### src/rtl/btb_pkg.sv
package btb_pkg;

    localparam int PC_W        = 32;
    localparam int INSTR_BYTES = 4;
    localparam int OFS_W       = $clog2(INSTR_BYTES);

    typedef logic [PC_W-1:0] pc_t;

    typedef struct packed {
        logic valid;
        pc_t  tag;
        pc_t  target;
    } btb_entry_t;

    typedef struct packed {
        logic valid;
        logic taken;
        pc_t  pc;
        pc_t  target;
    } btb_resolve_t;

    function automatic pc_t seq_pc(input pc_t pc);
        return pc + pc_t'(INSTR_BYTES);
    endfunction

    function automatic pc_t word_addr(input pc_t pc);
        return pc >> OFS_W;
    endfunction

endpackage

### src/rtl/btb_store.sv
module btb_store
    import btb_pkg::*;
#(
    parameter int IDX_W = 4
) (
    input  logic             clk,
    input  logic             rst,
    input  logic [IDX_W-1:0] rd_idx,
    output btb_entry_t       rd_entry,
    input  logic [IDX_W-1:0] chk_idx,
    output btb_entry_t       chk_entry,
    input  logic             wr_en,
    input  logic [IDX_W-1:0] wr_idx,
    input  btb_entry_t       wr_entry
);
    localparam int DEPTH = 1 << IDX_W;

    btb_entry_t slots [DEPTH];

    for (genvar i = 0; i < DEPTH; i++) begin : g_slot
        always_ff @(posedge clk) begin
            if (rst) begin
                slots[i].valid <= 1'b0;
            end else if (wr_en && wr_idx == IDX_W'(i)) begin
                slots[i] <= wr_entry;
            end
        end

        AST_SLOT_HOLD: assert property (@(posedge clk) disable iff (rst)
            !(wr_en && wr_idx == IDX_W'(i)) |=> $stable(slots[i]))
            else $error("slot %0d changed without a write", i);
    end

    always_comb begin
        rd_entry  = slots[rd_idx];
        chk_entry = slots[chk_idx];
    end

    AST_WRITE_LANDS: assert property (@(posedge clk) disable iff (rst)
        wr_en |=> slots[$past(wr_idx)] == $past(wr_entry))
        else $error("write did not land");

endmodule

### src/rtl/btb_lookup.sv
module btb_lookup
    import btb_pkg::*;
#(
    parameter int IDX_W = 4
) (
    input  logic             clk,
    input  logic             rst,
    input  pc_t              fetch_pc,
    output logic [IDX_W-1:0] rd_idx,
    input  btb_entry_t       rd_entry,
    output logic             hit,
    output pc_t              next_pc
);
    pc_t word;

    always_comb begin
        word    = word_addr(fetch_pc);
        rd_idx  = word[IDX_W-1:0];
        hit     = rd_entry.valid && (rd_entry.tag == fetch_pc);
        next_pc = hit ? rd_entry.target : seq_pc(fetch_pc);
    end

    AST_MISS_SEQ: assert property (@(posedge clk) disable iff (rst)
        !hit |-> next_pc == fetch_pc + 32'd4)
        else $error("miss without sequential pc");

endmodule

### src/rtl/btb_update.sv
module btb_update
    import btb_pkg::*;
#(
    parameter int IDX_W = 4
) (
    input  btb_resolve_t     res,
    output logic [IDX_W-1:0] chk_idx,
    input  btb_entry_t       chk_entry,
    output logic             wr_en,
    output logic [IDX_W-1:0] wr_idx,
    output btb_entry_t       wr_entry
);
    pc_t  word;
    logic resident;

    always_comb begin
        word     = word_addr(res.pc);
        chk_idx  = word[IDX_W-1:0];
        wr_idx   = chk_idx;
        resident = chk_entry.valid && (chk_entry.tag == res.pc);
        wr_en    = res.valid && (res.taken || resident);
        wr_entry = '{valid: res.taken, tag: res.pc, target: res.target};
    end

endmodule

### src/rtl/btb_top.sv
module btb_top
    import btb_pkg::*;
#(
    parameter int IDX_W = 4
) (
    input  logic        clk,
    input  logic        rst,
    input  logic [31:0] fetch_pc,
    output logic        fetch_hit,
    output logic [31:0] next_pc,
    input  logic        upd_valid,
    input  logic        upd_taken,
    input  logic [31:0] upd_pc,
    input  logic [31:0] upd_target
);
    logic [IDX_W-1:0] rd_idx, chk_idx, wr_idx;
    btb_entry_t       rd_entry, chk_entry, wr_entry;
    logic             wr_en;
    btb_resolve_t     res;

    assign res = '{valid: upd_valid, taken: upd_taken, pc: upd_pc, target: upd_target};

    btb_store #(.IDX_W(IDX_W)) store_i (
        .clk(clk), .rst(rst),
        .rd_idx(rd_idx), .rd_entry(rd_entry),
        .chk_idx(chk_idx), .chk_entry(chk_entry),
        .wr_en(wr_en), .wr_idx(wr_idx), .wr_entry(wr_entry)
    );

    btb_lookup #(.IDX_W(IDX_W)) lookup_i (
        .clk(clk), .rst(rst), .fetch_pc(fetch_pc),
        .rd_idx(rd_idx), .rd_entry(rd_entry),
        .hit(fetch_hit), .next_pc(next_pc)
    );

    btb_update #(.IDX_W(IDX_W)) update_i (
        .res(res), .chk_idx(chk_idx), .chk_entry(chk_entry),
        .wr_en(wr_en), .wr_idx(wr_idx), .wr_entry(wr_entry)
    );

    AST_RESET_CLEAR: assert property (@(posedge clk)
        rst |=> !fetch_hit)
        else $error("hit right after reset");

    AST_ALLOC_VISIBLE: assert property (@(posedge clk) disable iff (rst)
        (upd_valid && upd_taken) |=>
            (fetch_pc != $past(upd_pc) || (fetch_hit && next_pc == $past(upd_target))))
        else $error("allocated branch not visible");

    AST_INVAL_MISS: assert property (@(posedge clk) disable iff (rst)
        (upd_valid && !upd_taken) |=> (fetch_pc != $past(upd_pc) || !fetch_hit))
        else $error("not-taken branch still resident");

endmodule

### config.mk
export PLATFORM = sky130hd
export DESIGN_NAME = btb_top
export DESIGN_NICKNAME = d
export VERILOG_FILES = /design/src/rtl/btb_pkg.sv /design/src/rtl/btb_store.sv /design/src/rtl/btb_lookup.sv /design/src/rtl/btb_update.sv /design/src/rtl/btb_top.sv
export SDC_FILE = /design/constraint.sdc
export NUM_CORES = 1
export LEC_CHECK = 0
export BUFFER_PORTS_ARGS = -buffer_cell sky130_fd_sc_hd__buf_2
export CAP_MARGIN = 40
export CORE_ASPECT_RATIO = 1.1
export CORE_UTILIZATION = 45
export CTS_BUF_LIST = sky130_fd_sc_hd__clkbuf_2
export CTS_CLUSTER_SIZE = 25
export DETAILED_ROUTE_END_ITERATION = 10
export PLACE_DENSITY = 0.68
export SLEW_MARGIN = 20
export SYNTH_ARGS = -nofsm -noshare
export SYNTH_HDL_FRONTEND = slang
export SYNTH_HIERARCHICAL = 1
export SYNTH_SLANG_ARGS = --single-unit
### constraint.sdc
create_clock -name clk -period 12.9 [get_ports clk]
set_input_delay 0.645 -clock clk [delete_from_list [all_inputs] [get_ports clk]]
set_output_delay 0.645 -clock clk [all_outputs]
set_load 0.005 [all_outputs]
### Yosys cells after proc, flatten, opt, wreduce, memory -nomap -nowiden

Memories as Yosys holds them, arrays and structs flattened.
Index checks and enable logic that the tools add are counted.

| storage, ports and cells | value |
|---|---|
| register bits | 0 |
| bits in latches | 0 |
| bits in writable memories | 1,040 |
| bits in read-only memories | 0 |
| output and inout port bits | 33 |
| word-level logic and storage cells | 123 |
| memories kept | 1 |

Memories:

| name | depth | bits a word | rd ports | clocked after Yosys merged registers in | wr ports | RTL line | RTL |
|---|---|---|---|---|---|---|---|
| store_i.slots | 16 | 65 | 2 | 0 | 16 | btb_store.sv:18 | `btb_entry_t slots [DEPTH];` |

| cells by class | value |
|---|---|
| add/sub/neg operators | 1 |
| $mul | 0 |
| divide/modulo/power cells | 0 |
| $lt $le $gt $ge | 0 |
| eq/ne operators | 17 |
| shift operators | 0 |
| mux-type cells | 67 |
| bitwise logic cells | 16 |
| reduce and logical (&&, ||, !) cells | 21 |

Operators with widths:

| kind | number |
|---|---|
| two-way mux 1 bit | 66 |
| equality test 32 bit | 2 |
| adder 32 x 3 -> 32 bit, second input constant | 1 |
| equality test 4 bit, second input constant | 8 |
| two-way mux 32 bit | 1 |
| logical AND 1 bit | 19 |
| equality test 4 x 3 -> 1 bit, second input constant | 4 |
| bitwise OR 1 bit | 16 |
| equality test 4 x 2 -> 1 bit, second input constant | 2 |
| equality test 4 x 1 -> 1 bit, second input constant | 1 |
| zero test 4 bit | 1 |
| logical OR 1 bit | 1 |

### Longest topological paths before layout

An unclocked memory read counts as a cell.

| logic depth | value |
|---|---|
| depth after elaboration | 10 |
| mapped depth | 15 |

### By module

Netlist, hierarchy kept.

By module, submodules not included:

| module | times used | cells each | area an instance (um^2) |
|---|---|---|---|
| btb_store | 1 | 2,203 | 46,638.5 |
| btb_lookup | 1 | 178 | 1,557.7 |
| btb_update | 1 | 117 | 904.6 |

### Worst setup path after synthesis

OpenSTA, ideal clock, no wires.

| timing | value |
|---|---|
| kind | input-to-reg |
| start | in upd_pc[2] |
| end | mem store_i/slots[3][0] (netlist bit), enable pin |
| data arrival time | 8,014 ps |
| data required time | 12,335 ps |
| slack | 4,320 ps |
| cell stages on the path | 15 |
| path through | buf_4 buf_2 buf_6 buf_2 mux4_2 a22oi_1 nand2_1 xor2_1 nor4_1 nand4_1 nor4_1 a22o_1 or3b_1 clkbuf_1 nor3_1 |

RTL lines:

| item | RTL line | RTL |
|---|---|---|
| start, declared | btb_top.sv:13 | `input logic [31:0] upd_pc,` |
| end, declared | btb_store.sv:18 |  |

==> flow_metrics.py <==
metrics = {
    "pwr": {
        "power.switching_uw": 1560,
        "pwr-share-comb_pct": 8.6,
        "clkPwrFrac_pct": 31.4,
        "power_density_nw_per_um2": 123,
        "p_int_uw": 4690,
        "netSwitchingFraction_pct": 25.0,
        "p_seq_share_pct": 59.9,
        "p_leak_uw": 0.0166,
        "ir_worst_vdd_uv": 85.4,
    },
    "logic_synthesis": {
        "syn_inst": 2250,
        "synth_nets": 2351,
        "synth_area_per_cell_um2": 20.2,
        "synthesis.area_um2": 45500,
        "yosys_warnings": 6,
    },
    "route": {
        "avgRoutedWirePerCell_um": 29.2,
        "firstDrtPassIters": 5,
        "drt-total-wl_um": 118000,
        "drc": 0,
        "vias": 25100,
        "drt_iter0_drc": 2652,
        "final_antenna_net_count": 0,
        "via_per_inst": 6.22,
    },
    "worst_setup_path": {
        "crit_fanout": 115,
        "r2r_cells": 13,
        "r2r-start": "store_i/slots[3][50]",
        "cp.depth": 12,
        "arrival_ns": 5.55,
        "end_kind": "primary output",
        "path_class": "input port to primary output",
        "startpoint": "fetch_pc[3]",
        "cp.required_ns": 12.26,
        "cp_slowest_cell": "buf_4",
        "cp_slowest_stage_delay_ns": 0.75,
        "r2r_slack_ns": 7.67,
        "reg2reg_to": "store_i/slots[0][19]",
        "critPathBufInv": 4,
        "crit_path_frequent_cell": "buf_4",
        "worstPathCellList": "buf_8 > buf_4 > mux4_2 > a22oi_1 > nand2_1 > xor2_1 > nor4_1 > nand4_1 > or4_2 > buf_4 > mux2_4 > buf_2",
        "worstSetupStartpointType": "input port",
        "crit_family": "buffers and inverters",
    },
    "floorplan": {
        "io_pins": 133,
        "num_rows": 121,
        "initial_core_util_pct": 45.7,
        "core_area_um2": 99600,
        "die_h_um": 336,
        "die_area_um2": 102000,
        "die_w_um": 305,
    },
    "worst_hold_path": {
        "min_to": "store_i/slots[13][60]",
        "hold_path_depth": 2,
        "worstHoldPathType": "input port to register",
        "min_from": "upd_pc[28]",
    },
    "place": {
        "routabilityCongestion": 0.799,
        "portBuffers": 132,
        "dp_hpwl_um": 67100,
        "placed_cells": 3495,
    },
    "layout": {
        "layout_commonest_cell": "edfxtp_1",
        "top_register": "store_i/slots",
        "top_regs": "store_i/slots x1040",
        "nets": 2663,
        "drive_gt1_share_pct": 36.7,
        "largest_reg_flops": 1040,
        "areaGrowthSynthToFinish_pct": 11.3,
        "instances_no_fill": 4043,
        "layout_common_cells": "edfxtp_1, mux4_2, clkbuf_2, a22oi_1, buf_2",
    },
    "timing": {
        "rsz0062_at_grt": "false",
        "tightest_slew_ns": 1.05,
        "fin_skew_ns": 0.0906,
        "fin_setup_tns_ns": 0,
        "fmax_mhz": 161,
        "finalCritPeriodShare_pct": 48.1,
        "hold_viol_final": 0,
        "setup_viol": 0,
        "report.final.slew_viol_count": 0,
        "relSlewSlack_pct": 30.1,
        "layout_min_cycle_time_ns": 6.20,
    },
    "grt": {
        "overflow": 0,
        "antenna_found_initial": 2,
        "grt_start_max_net_pins": 116,
        "grt_pass1_wl_um": 173000,
        "track_usage_pct": 23.3,
        "grt_pass1_vias": 26200,
    },
    "clock_tree": {
        "clock_latency_ns": 1.53,
        "cts_tree": "yes",
        "cts.sinks": 1040,
        "cts.clk_slew.worst_paths_ns": 0.10,
        "cts_setup_buffers": 0,
        "clockBufferDepth": 3,
        "cts_made_buffers": 232,
        "postCtsHoldBufs": 114,
        "htreeDepth": 4,
        "cts_resized": 0,
        "cts-root-buf": "clkbuf_2",
    },
    "status": {
        "status": "complete, no violations",
    },
    "flow_run": {
        "cap_violations": 0,
    },
}
==> metal layers <==
layer / global-route usage [%] / wire [um]
met3: 4.91 / 10100
met1: 31.5 / 46700
met5: 0 / 0
met4: 7.49 / 3030
met2: 37.8 / 58100
==> worst max path at each step <==
stage / end / slack [ns]
global placement: store_i/slots[6][11] / 5.37
CTS: next_pc[11] / 6.56
floorplan: store_i/slots[3][0] / 4.35
global route: next_pc[11] / 6.55
finish: next_pc[11] / 6.70
detailed placement: store_i/slots[4][10] / 6.12
==> layout make-up <==
type / instances / area [um^2]
fillers: 8098 / 49000
flip-flops and latches: 1040 / 31200
multi-input cells: 966 / 13000
repair buffers: 320 / 2740
clock buffers: 339 / 1700
well taps: 1291 / 1620
clock inverters: 78 / 338
diodes: 7 / 17.5
inverters: 2 / 7.51
==> worst register-to-register path, stage by stage, from the launching register on <==
cell             delay, ns
edfxtp_1              0.41
mux4_2                0.48
a22oi_1               0.21
nand2_1               0.09
xor2_1                0.15
nor4_1                0.31
clkdlybuf4s18_2       0.32
nand4_1               0.12
nor4_1                0.36
a22o_1                0.24
or3b_1                0.64
nor2_4                0.68
buf_4                 0.56
buf_12                0.29
==> power groups by stage <==
stage / logic (uW) / clock network, uW / registers, uW
after floorplan: 344 / 0 / 3820
after detailed placement: 502 / 0 / 3820
after global placement: 485 / 0 / 3820
after CTS: 536 / 2020 / 3750
after global routing: 570 / 2190 / 3750
final: 540 / 1960 / 3750
==> stage by stage <==
stage / hold slack, ns / area, um^2 / setup WS [ns] / total power, uW / util (%)
final: 0.131 / 50600 / 6.70 / 6250 / 50.8
after global routing: -0.000319 / 50600 / 6.55 / 6510 / 50.8
after CTS: 0.00578 / 50400 / 6.56 / 6300 / 50.6
after detailed placement: 1.03 / 47300 / 6.12 / 4330 / 47.4
after global placement: 1.01 / 46900 / 5.37 / 4310 / 47.1
after floorplan: 0.904 / 45500 / 4.35 / 4160 / -
Power figures use the tool's default switching activity.
